<file path="src/rtl/cfs_pkg.sv">
package cfs_pkg;

    localparam int unsigned AC_TAG_BITS  = 16;
    localparam int unsigned AC_SLOT_BITS = 20;

    typedef enum logic [1:0] {
        FMT_MULTI  = 2'd0,
        FMT_ACLINK = 2'd1,
        FMT_I2S    = 2'd2
    } fmt_e;

    typedef enum logic {
        ST_IDLE = 1'b0,
        ST_RUN  = 1'b1
    } run_e;

    // Registered view of the codec lines, with bit-clock edge strobes.
    typedef struct packed {
        logic rise;
        logic fall;
        logic fs_now;
        logic fs_prev;
        logic sd;
    } line_s;

    // True when the given mode has a sync that reacts to transitions.
    function automatic logic fmt_edge_sync(fmt_e f);
        return f == FMT_I2S;
    endfunction

endpackage

</file>
<file path="src/rtl/cfs_line_sampler.sv">
module cfs_line_sampler
    import cfs_pkg::*;
(
    input  logic  clk,
    input  logic  rst,
    input  logic  bclk_i,
    input  logic  fsync_i,
    input  logic  sdi_i,
    output line_s line_o
);

    logic bclk_q;
    logic bclk_qq;
    logic fs_q;
    logic sd_q;
    logic fs_at_rise;
    logic rise_w;
    logic fall_w;

    assign rise_w = bclk_q & ~bclk_qq;
    assign fall_w = ~bclk_q & bclk_qq;

    always_ff @(posedge clk) begin
        if (rst) begin
            bclk_q     <= 1'b0;
            bclk_qq    <= 1'b0;
            fs_q       <= 1'b0;
            sd_q       <= 1'b0;
            fs_at_rise <= 1'b0;
        end else begin
            bclk_q  <= bclk_i;
            bclk_qq <= bclk_q;
            fs_q    <= fsync_i;
            sd_q    <= sdi_i;
            if (rise_w) begin
                fs_at_rise <= fs_q;
            end
        end
    end

    always_comb begin
        line_o.rise    = rise_w;
        line_o.fall    = fall_w;
        line_o.fs_now  = fs_q;
        line_o.fs_prev = fs_at_rise;
        line_o.sd      = sd_q;
    end

endmodule

</file>
<file path="src/rtl/cfs_sync_detect.sv">
module cfs_sync_detect
    import cfs_pkg::*;
(
    input  fmt_e fmt_i,
    input  logic rise_i,
    input  logic fs_now_i,
    input  logic fs_prev_i,
    output logic hit_o
);

    always_comb begin
        if (fmt_edge_sync(fmt_i)) begin
            hit_o = rise_i & (fs_now_i ^ fs_prev_i);
        end else begin
            hit_o = rise_i & fs_now_i;
        end
    end

endmodule

</file>
<file path="src/rtl/cfs_frame_ctrl.sv">
module cfs_frame_ctrl
    import cfs_pkg::*;
#(
    parameter int unsigned LEN_W  = 5,
    parameter int unsigned SLOT_W = 5
) (
    input  logic              clk,
    input  logic              rst,
    input  fmt_e              fmt_i,
    input  logic [LEN_W-1:0]  word_len_i,
    input  logic [SLOT_W-1:0] frame_words_i,
    input  logic              rise_i,
    input  logic              fall_i,
    input  logic              fs_now_i,
    input  logic              sync_hit_i,
    output logic              running_o,
    output logic              load_o,
    output logic              shift_o,
    output logic              capture_o,
    output logic              word_done_o,
    output logic              frame_end_o,
    output logic [LEN_W-1:0]  cur_len_o,
    output logic [SLOT_W-1:0] slot_o
);

    localparam logic [LEN_W-1:0]  ONE_BIT  = LEN_W'(1);
    localparam logic [SLOT_W-1:0] ONE_SLOT = SLOT_W'(1);

    run_e              state_q;
    logic              pending_q;
    logic [LEN_W-1:0]  bits_left_q;
    logic [SLOT_W-1:0] slot_q;

    logic              last_slot;
    logic              accept;
    logic [SLOT_W-1:0] start_slot;
    logic [SLOT_W-1:0] next_slot;

    function automatic logic [LEN_W-1:0] slot_len(fmt_e f, logic [SLOT_W-1:0] idx,
                                                  logic [LEN_W-1:0] cfg);
        if (f == FMT_ACLINK) begin
            return (idx == '0) ? LEN_W'(AC_TAG_BITS) : LEN_W'(AC_SLOT_BITS);
        end
        return cfg;
    endfunction

    assign running_o   = (state_q == ST_RUN);
    assign capture_o   = rise_i & running_o & ~pending_q;
    assign load_o      = fall_i & running_o & pending_q;
    assign shift_o     = fall_i & running_o & ~pending_q;
    assign word_done_o = capture_o & (bits_left_q == ONE_BIT);
    assign last_slot   = fmt_edge_sync(fmt_i) || (slot_q == (frame_words_i - ONE_SLOT));
    assign frame_end_o = word_done_o & last_slot;
    assign accept      = sync_hit_i & (~running_o | frame_end_o);
    assign start_slot  = fmt_edge_sync(fmt_i) ? {{(SLOT_W-1){1'b0}}, fs_now_i} : '0;
    assign next_slot   = slot_q + ONE_SLOT;
    assign cur_len_o   = bits_left_q;
    assign slot_o      = slot_q;

    always_ff @(posedge clk) begin
        if (rst) begin
            state_q     <= ST_IDLE;
            pending_q   <= 1'b0;
            bits_left_q <= '0;
            slot_q      <= '0;
        end else if (accept) begin
            state_q     <= ST_RUN;
            pending_q   <= 1'b1;
            slot_q      <= start_slot;
            bits_left_q <= slot_len(fmt_i, start_slot, word_len_i);
        end else if (frame_end_o) begin
            state_q   <= ST_IDLE;
            pending_q <= 1'b0;
        end else if (word_done_o) begin
            pending_q   <= 1'b1;
            slot_q      <= next_slot;
            bits_left_q <= slot_len(fmt_i, next_slot, word_len_i);
        end else if (capture_o) begin
            bits_left_q <= bits_left_q - ONE_BIT;
        end else if (load_o) begin
            pending_q <= 1'b0;
        end
    end

    // Mid-word sync events must not disturb the bit count.
    assert_sync_ignored_R4: assert property (@(posedge clk) disable iff (rst)
        (capture_o && bits_left_q > ONE_BIT) |=>
            (running_o && bits_left_q == $past(bits_left_q) - ONE_BIT));

    assert_idle_sync_starts_R1: assert property (@(posedge clk) disable iff (rst)
        (sync_hit_i && !running_o) |=> (running_o && pending_q));

    assert_slot_in_frame_R1: assert property (@(posedge clk) disable iff (rst)
        (running_o && fmt_i != FMT_I2S) |-> (slot_q < frame_words_i));

    assert_i2s_slot_level_R3: assert property (@(posedge clk) disable iff (rst)
        (accept && fmt_i == FMT_I2S) |=> (slot_q == SLOT_W'($past(fs_now_i))));

endmodule

</file>
<file path="src/rtl/cfs_shifter.sv">
module cfs_shifter #(
    parameter int unsigned DATA_W = 20,
    parameter int unsigned LEN_W  = 5,
    parameter int unsigned SLOT_W = 5
) (
    input  logic              clk,
    input  logic              rst,
    input  logic              running_i,
    input  logic              load_i,
    input  logic              shift_i,
    input  logic              capture_i,
    input  logic              word_done_i,
    input  logic              clear_i,
    input  logic [LEN_W-1:0]  len_i,
    input  logic [SLOT_W-1:0] slot_i,
    input  logic              sd_i,
    input  logic [DATA_W-1:0] tx_data_i,
    input  logic              tx_valid_i,
    output logic              sdo_o,
    output logic              tx_ack_o,
    output logic [DATA_W-1:0] rx_data_o,
    output logic              rx_valid_o,
    output logic [SLOT_W-1:0] rx_slot_o
);

    localparam logic [LEN_W-1:0] FULL_LEN = LEN_W'(DATA_W);

    logic [DATA_W-1:0] tx_sh;
    logic [DATA_W-1:0] rx_sh;
    logic [DATA_W-1:0] rx_next;

    assign rx_next = {rx_sh[DATA_W-2:0], sd_i};
    assign sdo_o   = tx_sh[DATA_W-1];

    // Transmit: left-align the word at load so the MSB sits on the output.
    always_ff @(posedge clk) begin
        if (rst || clear_i) begin
            tx_sh <= '0;
        end else if (load_i) begin
            tx_sh <= tx_valid_i ? (tx_data_i << (FULL_LEN - len_i)) : '0;
        end else if (shift_i) begin
            tx_sh <= tx_sh << 1;
        end
    end

    always_ff @(posedge clk) begin
        if (rst) begin
            tx_ack_o <= 1'b0;
        end else begin
            tx_ack_o <= load_i & tx_valid_i;
        end
    end

    // Receive: cleared at each word start, so the word lands right-justified.
    always_ff @(posedge clk) begin
        if (rst || load_i) begin
            rx_sh <= '0;
        end else if (capture_i) begin
            rx_sh <= rx_next;
        end
    end

    always_ff @(posedge clk) begin
        if (rst) begin
            rx_valid_o <= 1'b0;
            rx_data_o  <= '0;
            rx_slot_o  <= '0;
        end else begin
            rx_valid_o <= word_done_i;
            if (word_done_i) begin
                rx_data_o <= rx_next;
                rx_slot_o <= slot_i;
            end
        end
    end

    assert_idle_quiet_R8: assert property (@(posedge clk) disable iff (rst)
        (!running_i && !$past(running_i)) |-> !sdo_o);

    assert_sdo_on_fall_R5: assert property (@(posedge clk) disable iff (rst)
        !$stable(sdo_o) |-> $past(load_i || shift_i || clear_i));

    assert_rx_one_cycle_R6: assert property (@(posedge clk) disable iff (rst)
        rx_valid_o |=> !rx_valid_o);

    assert_ack_after_offer_R7: assert property (@(posedge clk) disable iff (rst)
        tx_ack_o |-> ($past(tx_valid_i) && $past(load_i)));

endmodule

</file>
<file path="src/rtl/codec_fsync_slave.sv">
module codec_fsync_slave
    import cfs_pkg::*;
#(
    parameter int unsigned DATA_W = 20,
    parameter int unsigned LEN_W  = 5,
    parameter int unsigned SLOT_W = 5
) (
    input  logic              clk,
    input  logic              rst,
    input  logic [1:0]        fmt_i,
    input  logic [LEN_W-1:0]  word_len_i,
    input  logic [SLOT_W-1:0] frame_words_i,
    input  logic              bclk_i,
    input  logic              fsync_i,
    input  logic              sdi_i,
    output logic              sdo_o,
    input  logic [DATA_W-1:0] tx_data_i,
    input  logic              tx_valid_i,
    output logic              tx_ack_o,
    output logic [DATA_W-1:0] rx_data_o,
    output logic              rx_valid_o,
    output logic [SLOT_W-1:0] rx_slot_o,
    output logic              frame_active_o
);

    fmt_e              fmt;
    line_s             line;
    logic              sync_hit;
    logic              running;
    logic              load;
    logic              shift;
    logic              capture;
    logic              word_done;
    logic              frame_end;
    logic [LEN_W-1:0]  cur_len;
    logic [SLOT_W-1:0] slot;

    assign fmt            = fmt_e'(fmt_i);
    assign frame_active_o = running;

    cfs_line_sampler u_sampler (
        .clk     (clk),
        .rst     (rst),
        .bclk_i  (bclk_i),
        .fsync_i (fsync_i),
        .sdi_i   (sdi_i),
        .line_o  (line)
    );

    cfs_sync_detect u_sync (
        .fmt_i     (fmt),
        .rise_i    (line.rise),
        .fs_now_i  (line.fs_now),
        .fs_prev_i (line.fs_prev),
        .hit_o     (sync_hit)
    );

    cfs_frame_ctrl #(
        .LEN_W  (LEN_W),
        .SLOT_W (SLOT_W)
    ) u_ctrl (
        .clk           (clk),
        .rst           (rst),
        .fmt_i         (fmt),
        .word_len_i    (word_len_i),
        .frame_words_i (frame_words_i),
        .rise_i        (line.rise),
        .fall_i        (line.fall),
        .fs_now_i      (line.fs_now),
        .sync_hit_i    (sync_hit),
        .running_o     (running),
        .load_o        (load),
        .shift_o       (shift),
        .capture_o     (capture),
        .word_done_o   (word_done),
        .frame_end_o   (frame_end),
        .cur_len_o     (cur_len),
        .slot_o        (slot)
    );

    cfs_shifter #(
        .DATA_W (DATA_W),
        .LEN_W  (LEN_W),
        .SLOT_W (SLOT_W)
    ) u_shift (
        .clk         (clk),
        .rst         (rst),
        .running_i   (running),
        .load_i      (load),
        .shift_i     (shift),
        .capture_i   (capture),
        .word_done_i (word_done),
        .clear_i     (frame_end),
        .len_i       (cur_len),
        .slot_i      (slot),
        .sd_i        (line.sd),
        .tx_data_i   (tx_data_i),
        .tx_valid_i  (tx_valid_i),
        .sdo_o       (sdo_o),
        .tx_ack_o    (tx_ack_o),
        .rx_data_o   (rx_data_o),
        .rx_valid_o  (rx_valid_o),
        .rx_slot_o   (rx_slot_o)
    );

endmodule

</file>
<file path="config.mk">
export PLATFORM = sky130hd
export DESIGN_NAME = codec_fsync_slave
export DESIGN_NICKNAME = d
export VERILOG_FILES = /design/src/rtl/cfs_pkg.sv /design/src/rtl/cfs_line_sampler.sv /design/src/rtl/cfs_sync_detect.sv /design/src/rtl/cfs_frame_ctrl.sv /design/src/rtl/cfs_shifter.sv /design/src/rtl/codec_fsync_slave.sv
export SDC_FILE = /design/constraint.sdc
export NUM_CORES = 1
export LEC_CHECK = 0
export BUFFER_PORTS_ARGS = -buffer_cell sky130_fd_sc_hd__buf_2
export CAP_MARGIN = 25
export CORE_MARGIN = 1
export CORE_UTILIZATION = 53
export CTS_CLUSTER_DIAMETER = 30
export DETAILED_ROUTE_END_ITERATION = 16
export HOLD_SLACK_MARGIN = 0.08
export PLACE_DENSITY = 0.75
export SKIP_LAST_GASP = 1
export SLEW_MARGIN = 40
export SYNTH_ARGS = -nofsm -noshare
export SYNTH_HDL_FRONTEND = slang
export SYNTH_SLANG_ARGS = --single-unit
</file>
<file path="constraint.sdc">
create_clock -name clk -period 7.9 [get_ports clk]
set_input_delay 1.58 -clock clk [delete_from_list [all_inputs] [get_ports clk]]
set_output_delay 1.58 -clock clk [all_outputs]
set_load 0.03 [all_outputs]
</file>
== Word level (Yosys, flattened, before mapping) ==
Index checks and enable logic that the tools add are counted.

* Add/sub/neg operators: 4
* Equality and inequality tests: 6
* Shifts and indexed selects: 1
* Mux-type cells: 32
* Bitwise operators: 19
* Reduce and logical (&&, ||, !) cells: 13

{| class="wikitable"
|+ Operators by type and width
! cell !! count
|-
| two-way mux 20 bit || 3
|-
| two-way mux 5 bit || 11
|-
| left shift 20 x 5 -> 20 bit || 1
|-
| two-way mux 1 bit || 16
|-
| bitwise AND 1 bit || 13
|-
| zero test 5 bit || 2
|-
| subtractor 5 x 1 -> 5 bit, second input constant || 2
|-
| two-way mux 3 bit || 2
|-
| AND reduction 2 bit || 3
|-
| nonzero test 2 bit || 3
|-
| adder 5 x 1 -> 5 bit, second input constant || 1
|-
| equality test 5 x 1 -> 1 bit, second input constant || 1
|-
| equality test 5 bit || 1
|-
| subtractor 5 bit, first input constant || 1
|-
| inequality test 4 bit, second input constant || 1
|-
| inverter 1 bit || 4
|-
| nonzero test 4 bit || 1
|-
| logical OR 1 bit || 3
|-
| nonzero test 3 bit || 1
|-
| equality test 2 x 1 -> 1 bit, second input constant || 1
|-
| equality test 2 bit, second input constant || 1
|-
| inequality test 2 bit, second input constant || 1
|-
| OR 1 bit || 1
|-
| XOR 1 bit || 1
|}

* Bits in registers: 83
* Input port bits: 38
* Output and inout bits: 29
* Logic and storage cells: 90

== Logic depth before layout (Yosys ltp) ==
Gate-level depths: netlist of run 1.

* Word-level depth: 14
* Gate-level depth with buffers: 13
* Gate-level depth less buffers: 8

== By module ==
A second synthesis of run 1 with hierarchy kept.

* Cell total of the unflattened synthesis: 519
* Area, all modules: 4838.4 µm²

{| class="wikitable"
|+ By module, submodules not included
! module !! times used !! cells an instance !! area an instance (µm²) !! sequential area each (µm²)
|-
| cfs_shifter || 1 || 367 || 3559.7 || 1321.3
|-
| cfs_frame_ctrl || 1 || 129 || 1027.2 || 240.2
|-
| cfs_line_sampler || 1 || 19 || 211.5 || 100.1
|-
| cfs_sync_detect || 1 || 4 || 40.0 || 0.0
|}

== Worst setup path after synthesis of run 1 ==
Ideal clock, no wire load.

* Path type: in2reg
* Start: input frame_words_i[0]
* End: register u_ctrl.slot_q[0], in the netlist u_ctrl.slot_o[0]
* Setup time: 0.120 ns
* Arrival: 2.962 ns
* Data required time: 7.780 ns
* Slack: 4.818 ns
* Stages on the path: 8
* Buffers on the path: 0
* Cells stage by stage: inv_1 > ha_1 > nor4bb_1 > o211a_1 > nand2_1 > a311oi_4 > a221oi_1 > o31a_1

* Word-level cells in the longest chain between the ends: 8
* Elaborated cells between the ends (all ways): 10
* Classes of those cells: add/sub (1); eq/ne (2); mux (1); bitwise (3); reduce/logical (3)

{| class="wikitable"
|+ Ends and longest elaborated chain
! item !! RTL line !! RTL
|-
| start: declaration || codec_fsync_slave.sv:12 || <nowiki>input logic [SLOT_W-1:0] frame_words_i,</nowiki>
|-
| subtractor 5 x 1 -> 5 bit * || cfs_frame_ctrl.sv:52 || <nowiki>assign last_slot = fmt_edge_sync(fmt_i) || (slot_q == (frame_words_i - ONE_SLOT));</nowiki>
|-
| equality test 5 bit * || cfs_frame_ctrl.sv:52 ||
|-
| logical OR 1 bit * || cfs_frame_ctrl.sv:52 ||
|-
| bitwise AND 1 bit * || cfs_frame_ctrl.sv:53 || <nowiki>assign frame_end_o = word_done_o & last_slot;</nowiki>
|-
| OR 1 bit || cfs_frame_ctrl.sv:54 || <nowiki>assign accept = sync_hit_i & (~running_o | frame_end_o);</nowiki>
|-
| bitwise AND 1 bit || cfs_frame_ctrl.sv:54 ||
|-
| inequality test 2 bit (no source line) / nonzero test 2 bit (equally long branches) || -- ||
|-
| AND reduction 2 bit (no source line) || -- ||
|-
| end signal: assignment || cfs_frame_ctrl.sv:69 || <nowiki>slot_q <= start_slot;</nowiki>
|-
| end signal: assignment || cfs_frame_ctrl.sv:76 || <nowiki>slot_q <= next_slot;</nowiki>
|-
| end: declaration || cfs_frame_ctrl.sv:32 || <nowiki>logic [SLOT_W-1:0] slot_q;</nowiki>
|}

Every way passes the cells marked *; elsewhere a longest branch is shown, timed or not.
A chain may end at the register's enable or synchronous reset.

== Worst setup path after layout of run 1 ==
* Start: register u_ctrl.bits_left_q[0], in the netlist u_ctrl.cur_len_o[0]
* End: register u_shift.tx_sh[18]

* Word-level cells in the longest chain between the ends: 4
* Elaborated cells between the ends (all ways): 8
* Classes of those cells: add/sub (1); eq/ne (1); shift (1); mux (2); bitwise (2); reduce/logical (1)

{| class="wikitable"
|+ Ends and longest elaborated chain
! item !! RTL line !! RTL
|-
| start: declaration || cfs_frame_ctrl.sv:31 || <nowiki>logic [LEN_W-1:0] bits_left_q;</nowiki>
|-
| start signal: assignment || cfs_frame_ctrl.sv:70 || <nowiki>bits_left_q <= slot_len(fmt_i, start_slot, word_len_i);</nowiki>
|-
| start signal: assignment || cfs_frame_ctrl.sv:77 || <nowiki>bits_left_q <= slot_len(fmt_i, next_slot, word_len_i);</nowiki>
|-
| start signal: assignment || cfs_frame_ctrl.sv:79 || <nowiki>bits_left_q <= bits_left_q - ONE_BIT;</nowiki>
|-
| subtractor 5 bit / equality test 5 x 1 -> 1 bit (equally long branches) || cfs_shifter.sv:40, cfs_frame_ctrl.sv:51 ||
|-
| left shift 20 x 5 -> 20 bit / bitwise AND 1 bit (equally long branches) || cfs_shifter.sv:40, cfs_frame_ctrl.sv:51 ||
|-
| two-way mux 20 bit / bitwise AND 1 bit (equally long branches) || cfs_shifter.sv:40, cfs_frame_ctrl.sv:53 ||
|-
| two-way mux 20 bit / logical OR 1 bit (equally long branches) || cfs_shifter.sv:39, cfs_shifter.sv:37 ||
|-
| end signal: assignment || cfs_shifter.sv:40 || <nowiki>tx_sh <= tx_valid_i ? (tx_data_i << (FULL_LEN - len_i)) : '0;</nowiki>
|-
| end signal: assignment || cfs_shifter.sv:42 || <nowiki>tx_sh <= tx_sh << 1;</nowiki>
|-
| end: declaration || cfs_shifter.sv:28 || <nowiki>logic [DATA_W-1:0] tx_sh;</nowiki>
|}

Parallel ways exist; a longest one is shown, timed or not.

==> impl_metrics.ini, run 1 <==
[yosys]
ys_top_cells_by_count = nand2_1, dfxtp_1, a21oi_1
synth.net_count = 587
synth_area_um2 = 4490
syn_area_per_cell_um2 = 8.26
yosysWarnings = 0
ys.flop_type = dfxtp_1
synth_edf_count = 0
yosys.area.top_type = dfxtp_1
synthCells = 544
synth.most_common_cell = nand2_1
yosys-top-cells-area = dfxtp_1, nand2_1, a21oi_1
synth_cell_types = 64
synth_top_area_share = 0.370
synth_seq_cells = 83
async_flop_share = 0
synth_seq_area_share = 0.370

[die]
dieArea_um2 = 8850
die_w_um = 94.1
dieHeight_um = 94.1
core_area_um2 = 8220
start_util = 0.547
num_rows = 33
top_level_ports = 67

[grt]
antenna_found_initial = 0
grt_max_degree = 46
grt_pass1_vias = 3782
track_usage = 0.253
grt_pass1_wl_um = 17800
grt_overflow = 0

[finish]
n_antenna_cell = 0
utilization = 0.609
drive_gt1_frac = 0.214
nets = 627
syn_to_final_growth_pct = 11.4
fin_cells = 694

[worst_setup_path]
cp.arrival_ps = 3540
crit_family = compound AO/OA/AOI/OAI gates
crit_path_cell_trace = inv_2 -> ha_2 -> mux4_2 -> and2_1 -> a311oi_1 -> a311oi_1 -> a2111oi_2 -> a211oi_1
crit_required_ps = 8130
endpoint_kind = register
cpMostUsedCell = a311oi_1
cp-start-kind = register
cp_max_fo = 26
crit_buf_inv = 1
critPathKind = register to register
crit_slowest_cell = ha_2
critical_path.max_stage_delay_ps = 760

[pwr]
p_leak_uw = 0.00183
powerDensity_nw_per_um2 = 170
irDropWorstVdd_v = 0.000132

[clock_network]
cts.path.max_buffers = 2
cts_made_buffers = 9
cts_resized = 0
cts_tree = yes
post_cts_buffers = 0
clkSinkCount = 83
cts_hold_buf = 0
root_buffer = clkbuf_8
cts-htree-levels = 3
clk_pin_slew_ps = 100
clk_latency_ps = 360

[sta]
slew_viol_final = 0
tightest_slew_ps = 805
post-route-period-util = 0.419
fmax_mhz = 302
tns_ps = 0
clock_skew_ps = 10.1
rsz0062_at_grt = no
min_period_ps = 3310
hold_violations = 0
maxSlewHeadroom = 0.463
setup_viol = 0

[drt]
viasPerCell = 5.88
drt-total-wl_um = 10500
drt_iter0_drc = 274
drt-wirelength-per-cell_um = 15.1
ant_nets = 0
vias = 4080
drcViolationCount = 0
dr.pass1.iters = 5

[placed_design]
placed_cells = 678
gp_congestion = 0.899
port_buffers = 66
dp_hpwl_um = 7430

[outcome]
run_status = finished clean

[min_path]
hp-class = register to register

[run]
cap_violations = 0
## per-stage QoR
step / hold WS (ps) / power [µW] / instance area [µm²] / worst slack [ps]
6_report: 455 / 851 / 5000 / 4590
5_1_grt: 475 / 887 / 5000 / 4340
4_1_cts: 457 / 854 / 4990 / 4580
3_5_place_dp: 443 / 555 / 4790 / 4350
3_3_place_gp: 442 / 550 / 4780 / 4150
2_1_floorplan: 432 / 525 / 4490 / 4820
## flip-flops by register name, indices dropped and copies added (netlist names), 5 cells and up
register / flops
u_shift.rx_data_o: 20
u_shift.tx_sh: 20
u_shift.rx_sh: 19
u_ctrl.cur_len_o: 5
u_ctrl.slot_o: 5
u_shift.rx_slot_o: 5
## power by group
part | internal, µW | leakage [µW] | switching [µW]
Combinational | 51.5 | 0.00106 | 66.8
Sequential | 422 | 0.000670 | 7.32
Clock | 126 | 0.000103 | 178
## final timing paths
check	startpoint	to	slack [ps]	depth (start not counted)
max	u_ctrl.cur_len_o[0]	u_shift.tx_sh[18]	4590	8
min	u_shift.rx_data_o[10]	u_shift.rx_data_o[10]	450	2
max reg2reg	u_ctrl.cur_len_o[0]	u_shift.tx_sh[18]	4590	8
min reg2reg	u_shift.rx_data_o[10]	u_shift.rx_data_o[10]	450	2
## cell usage in the layout, fill, tap and decap left out, types with 5 or more instances in the layout
| cell | instances |
|---|---|
| a311oi_1 | 8 |
| a221oi_1 | 9 |
| nand2_1 | 125 |
| nor3_1 | 16 |
| mux2_2 | 7 |
| o21ai_1 | 5 |
| a211oi_1 | 10 |
| dfxtp_1 | 82 |
| nor2_1 | 38 |
| inv_1 | 9 |
| nand3_1 | 9 |
| buf_2 | 66 |
| mux2i_1 | 8 |
| mux4_2 | 13 |
| clkbuf_8 | 9 |
| a21oi_1 | 65 |
| xor2_1 | 6 |
| o21ai_0 | 8 |
| nor2b_1 | 8 |
## per-layer routing
metal	wire length (µm)	share of wire	vias to the layer above	track usage
met1	4490	0.43	1902	0.312
met3	649	0.062	23	0.0591
met2	5180	0.49	148	0.428
met5	0	0	-	0
met4	183	0.017	0	0.0923
li1	-	-	2007	-
## final cells by class
cell class | instances | area [µm²]
fill | 746 | 3210
multi-input combinational | 409 | 2610
sequential | 83 | 1660
timing repair buffer | 70 | 360
tap | 105 | 131
clock buffer | 9 | 124
clock inverter | 7 | 76.3
inverter | 11 | 41.3
## cell families (layout without fill, tap and decap cells)
logic type,Yosys count,count (layout),share of synthesized area
adder cells (fa/ha/maj),5,5,0.0139
buffers and inverters,52,97,0.0557
flip-flops,83,83,0.370
AND/OR/NAND/NOR,228,228,0.238
AO/OA/AOI/OAI,134,134,0.194
multiplexers,29,29,0.104
XOR/XNOR,13,13,0.0253
## worst min-delay path, stage by stage (launching register included)
cell,delay (ps)
dfxtp_1,310
nand2_1,50
a21oi_1,50
No activity file was read; power rests on OpenSTA's default activity.
==> run 2, diff against run 1 <==
==> constraint.sdc (replaced) <==
create_clock -name clk -period 3.31 [get_ports clk]
set_input_delay 0.662 -clock clk [delete_from_list [all_inputs] [get_ports clk]]
set_output_delay 0.662 -clock clk [all_outputs]
set_load 0.03 [all_outputs]
==> run 2 against run 1 <==
Effect of this change: cell count up 1.0%; clock-buffer cell count is 2 higher; critical path type unchanged; fmax increased by 28%; cell area is 1.2% higher.
==> impl_metrics.ini, run 2 (same netlist as run 1, synthesis figures left out) <==
[finish]
fin_cells = 701
syn_to_final_growth_pct = 12.7
drive_gt1_frac = 0.213
final_cell_mix = nand2_1, dfxtp_1, buf_2
regArea_um2 = 1660
multi_input_area_um2 = 2590
n_antenna_cell = 0
num-fill-cells = 722
layout_commonest_cell = nand2_1
largestRegisters = u_shift.rx_data_o x20, u_shift.tx_sh x20, u_shift.rx_sh x19
nets = 634

[grt]
grt_pass1_vias = 3796
grt_overflow = 0
track_usage = 0.251
grt_pass1_wl_um = 17500
antenna_found_initial = 0
grt_max_degree = 45

[die]
start_util = 0.547
top_level_ports = 67
num_rows = 33
dieHeight_um = 94.1
dieArea_um2 = 8850
core_area_um2 = 8220
die_w_um = 94.1

[sta]
setup_slack_ps = 725
setup_viol = 0
hold_violations = 0
post-route-period-util = 0.781
tns_ps = 0
tightest_slew_ps = 746
min_period_ps = 2590
rsz0062_at_grt = no
clock_skew_ps = 7.75
maxSlewHeadroom = 0.503
fmax_mhz = 387
slew_viol_final = 0

[clock_network]
post_cts_buffers = 0
root_buffer = clkbuf_8
cts-htree-levels = 3
clkSinkCount = 83
cts_resized = 0
cts_hold_buf = 0
cts_made_buffers = 9
clk_pin_slew_ps = 80
cts_tree = yes
clk_latency_ps = 350
cts.path.max_buffers = 2

[placed_design]
gp_congestion = 0.888
dp_slack_ps = 707
dp_hpwl_um = 7470
port_buffers = 66
placed_cells = 685

[worst_setup_path]
endpoint_kind = register
critical_path.max_stage_delay_ps = 560
crit_path_cell_trace = inv_1 -> ha_1 -> buf_4 -> mux4_2 -> nand2_1 -> a311oi_1 -> a2111oi_2 -> a211oi_1
critPathKind = register to register
cp_max_fo = 18
crit_required_ps = 3520
worstReg2RegStart = u_ctrl.cur_len_o[1]
cp-start-kind = register
crit_family = multiplexers
crit_buf_inv = 2
r2r_cells = 8
cp.arrival_ps = 2790
crit_slowest_cell = mux4_2
r2r_slack_ps = 720
r2r-end = u_shift.tx_sh[18]

[drt]
ant_nets = 0
drt_iter0_drc = 269
vias = 4073
dr.pass1.iters = 5
drcViolationCount = 0
viasPerCell = 5.81
drt-wirelength-per-cell_um = 15.0
drt-total-wl_um = 10500

[min_path]
hold_end = u_shift.rx_data_o[7]
min_path_cells = 2
min_from = u_shift.rx_data_o[7]
hp-class = register to register

[pwr]
finalPower_uw = 2120
irDropWorstVdd_v = 0.000314
powerDensity_nw_per_um2 = 420
p_leak_uw = 0.00186

[run]
cap_violations = 0

[outcome]
run_status = finished clean
-- run 2: changes by cell type in the layout (fill, tap and decap cells not counted), moves of 2 or more --
cell | previous run | this run
bufinv_16 | 0 | 2
xnor2_2 | 2 | 0
buf_4 | 4 | 11
inv_8 | 3 | 0
xnor2_1 | 4 | 6
-- run 2: stage by stage --
stage                     utilization  hold slack (ps)  instance area [µm²]
final                           0.616              455                 5060
after CTS                       0.615              454                 5050
after global routing            0.616              482                 5060
after floorplan                     -              432                 4490
after global placement          0.588              442                 4830
after detailed placement        0.588              443                 4830
-- run 2: per-layer routing --
| metal | track usage | part of all wire | up-vias |
|---|---|---|---|
| li1 | - | - | 2024 |
| met1 | 0.311 | 0.43 | 1903 |
| met2 | 0.422 | 0.50 | 127 |
| met3 | 0.0566 | 0.049 | 19 |
| met4 | 0.0987 | 0.020 | 0 |
| met5 | 0 | 0 | - |
-- run 2: worst min-delay path, cell delays in order (launching register included) --
cell and delay (ps):
dfxtp_1 310, nand2_1 50, a21oi_1 50
-- run 2: area by class of cell --
class	count	area share
clock buffer	11	0.0279
clock inverter	5	0.0168
inverter	11	0.00816
multi-input combinational	409	0.511
sequential	83	0.328
tap	105	0.0260
timing repair buffer	77	0.0816
-- run 2: worst max path at each step --
stage / from / to / slack, ps / depth (start not counted)
after floorplan: u_ctrl.cur_len_o[0] / u_shift.tx_sh[18] / 700 / 11
after global placement: u_ctrl.cur_len_o[1] / u_shift.tx_sh[15] / 750 / 9
after detailed placement: frame_words_i[0] / u_shift.tx_sh[7] / 710 / 10
after CTS: u_ctrl.cur_len_o[1] / u_shift.tx_sh[19] / 710 / 9
after global routing: u_ctrl.cur_len_o[0] / u_ctrl.cur_len_o[1] / 500 / 8
final: u_ctrl.cur_len_o[1] / u_shift.tx_sh[18] / 720 / 8
-- run 2: power breakdown --
part           switching (µW)  total, µW  internal, µW
combinational             163        289           126
sequential               12.2       1020          1010
clock                     366        816           450
==> run 3, diff against run 2 <==
--- a/config.mk
+++ b/config.mk
@@ -8,11 +8,11 @@
 export BUFFER_PORTS_ARGS = -buffer_cell sky130_fd_sc_hd__buf_2
 export CAP_MARGIN = 25
 export CORE_MARGIN = 1
-export CORE_UTILIZATION = 53
+export CORE_UTILIZATION = 52
 export CTS_CLUSTER_DIAMETER = 30
 export DETAILED_ROUTE_END_ITERATION = 16
 export HOLD_SLACK_MARGIN = 0.08
-export PLACE_DENSITY = 0.75
+export PLACE_DENSITY = 0.77
 export SKIP_LAST_GASP = 1
 export SLEW_MARGIN = 40
 export SYNTH_ARGS = -nofsm -noshare
==> constraint.sdc (replaced) <==
create_clock -name clk -period 2.2 [get_ports clk]
set_input_delay 0.44 -clock clk [delete_from_list [all_inputs] [get_ports clk]]
set_output_delay 0.44 -clock clk [all_outputs]
set_load 0.03 [all_outputs]
==> run 3 against run 2 <==
Effect of this change: the run now ends with negative setup slack left; power increased by 43%; worst setup slack got worse by 740 ps; critical path depth decreased by 1.
==> impl_metrics.ini, run 3 (same netlist as run 1, synthesis figures left out) <==
[clock_network]
cts.path.max_buffers = 2
cts_tree = yes
cts_hold_buf = 0
cts_made_buffers = 9
clk_pin_slew_ps = 80
cts-htree-levels = 3
clk_latency_ps = 340
root_buffer = clkbuf_8
clkSinkCount = 83

[pwr]
swShare = 0.273
switching_power_uw = 828
power_frac_seq = 0.505
powerDensity_nw_per_um2 = 572
clock_power_share = 0.324
p_int_uw = 2200
irDropWorstVdd_v = 0.000430
p_leak_uw = 0.00200
finalPower_uw = 3030
combPwrFrac = 0.171

[worst_setup_path]
worstReg2RegStart = u_ctrl.cur_len_o[0]
critical_path.max_stage_delay_ps = 540
cp.arrival_ps = 2440
crit_slowest_cell = mux4_2
critPathKind = register to register
crit_required_ps = 2420
cpMostUsedCell = mux4_2
cp-start-kind = register
startpoint = u_ctrl.cur_len_o[0]
cp_max_fo = 8
crit_path_cell_trace = inv_6 -> ha_4 -> mux4_2 -> mux4_2 -> nor2b_4 -> a21oi_2 -> a211oi_1
endpoint_kind = register

[finish]
drive_gt1_frac = 0.265
nets = 656
n_antenna_cell = 0
utilization = 0.638
layout_commonest_cell = nand2_1
final_cell_mix = nand2_1, dfxtp_1, buf_2
largestRegisters = u_shift.rx_data_o x20, u_shift.tx_sh x20, u_shift.rx_sh x19
syn_to_final_growth_pct = 17.9

[die]
top_level_ports = 67
dieArea_um2 = 9020
core_area_um2 = 8300
die_w_um = 95.0
start_util = 0.541
num_rows = 33
dieHeight_um = 95.0

[drt]
drt-wirelength-per-cell_um = 15.1
ant_nets = 0
viasPerCell = 5.84
dr.pass1.iters = 4
drt-total-wl_um = 10900
drcViolationCount = 0
drt_iter0_drc = 220
vias = 4225

[sta]
min_period_ps = 2220
fmax_mhz = 451
setup_viol = 1
hold_violations = 0
clock_skew_ps = 9.15
rsz0062_at_grt = yes
post-route-period-util = 1.01
slew_viol_final = 0
maxSlewHeadroom = 0.566
setup_slack_ps = -15.0
tightest_slew_ps = 649
tns_ps = -15.0

[grt]
track_usage = 0.249
grt_overflow = 0
antenna_found_initial = 0
grt_max_degree = 35
grt_pass1_vias = 3955
grt_pass1_wl_um = 18000

[outcome]
run_status = finished, violations left
failed_checks = negative setup slack

[run]
cap_violations = 0

[min_path]
hp-class = input pin to register
min_from = sdi_i

[placed_design]
dp_hpwl_um = 7780
gp_congestion = 0.911
port_buffers = 66
==> run 3: cell types whose count changed in the layout (fill, tap and decap cells not counted), sizes merged <==
cell	before	now
inv	12	11
bufinv	2	0
buf	77	99
clkinv	1	4
==> run 3: through the flow <==
| step | worst slack [ps] | hold slack (ps) | instances | area, µm² |
|---|---|---|---|---|
| finish | -15.0 | 299 | 723 | 5300 |
| CTS | -5.78 | 283 | 721 | 5230 |
| global placement | 32.6 | 443 | 704 | 5040 |
| detailed placement | -81.7 | 446 | 704 | 5040 |
| floorplan | -179 | 432 | 544 | 4550 |
| global route | -88.3 | 295 | 723 | 5300 |
==> run 3: metal layers <==
layer  up-vias  routed length [µm]  GRT usage
met5         -                   0          0
met3        24                 749     0.0725
li1       2059                   -          -
met1      1990                4670      0.314
met2       152                5280      0.415
met4         0                 206     0.0669
==> run 3: final cells by class <==
class	instances	area (µm²)
Multi-Input combinational cell	409	2660
Fill cell	699	3000
Sequential cell	83	1670
Clock inverter	5	38.8
Timing Repair Buffer	99	614
Clock buffer	11	141
Inverter	11	46.3
Tap cell	105	131
==> run 3: timing repair <==
item / CTS / global route
pin swaps: 1 / 5
buffers inserted: 1 / 2
resized for setup: 2 / 16
setup endpoints to repair: 2 / 19
hold endpoints to repair: 0 / 0
==> run 3: path summary, 6_finish.rpt <==
check | endpoint | slack (ps) | depth (start not counted)
setup / recovery | u_shift.tx_sh[13] | -20 | 7
hold reg to reg | u_shift.rx_data_o[11] | 460 | 2
setup reg to reg | u_shift.tx_sh[13] | -20 | 7
hold / removal | u_sampler.sd_q | 300 | 2
==> run 3: worst max-delay path: cells and delay by family, from the launching register on <==
family	cells	cell delay (ps)
buffers and inverters	1	40
adders and majority gates	1	340
muxes	2	1020
DFF	1	390
AOI/OAI and AO/OA	2	170
and+or+nand+nor	1	140
==> run 3: power groups by stage <==
| stage | sequential [µW] | clock (µW) | combinational (µW) |
|---|---|---|---|
| 2_1_floorplan | 1560 | 0 | 344 |
| 3_3_place_gp | 1570 | 0 | 465 |
| 4_1_cts | 1530 | 999 | 484 |
| 3_5_place_dp | 1570 | 0 | 475 |
| 5_1_grt | 1530 | 1080 | 553 |
| 6_report | 1530 | 984 | 518 |
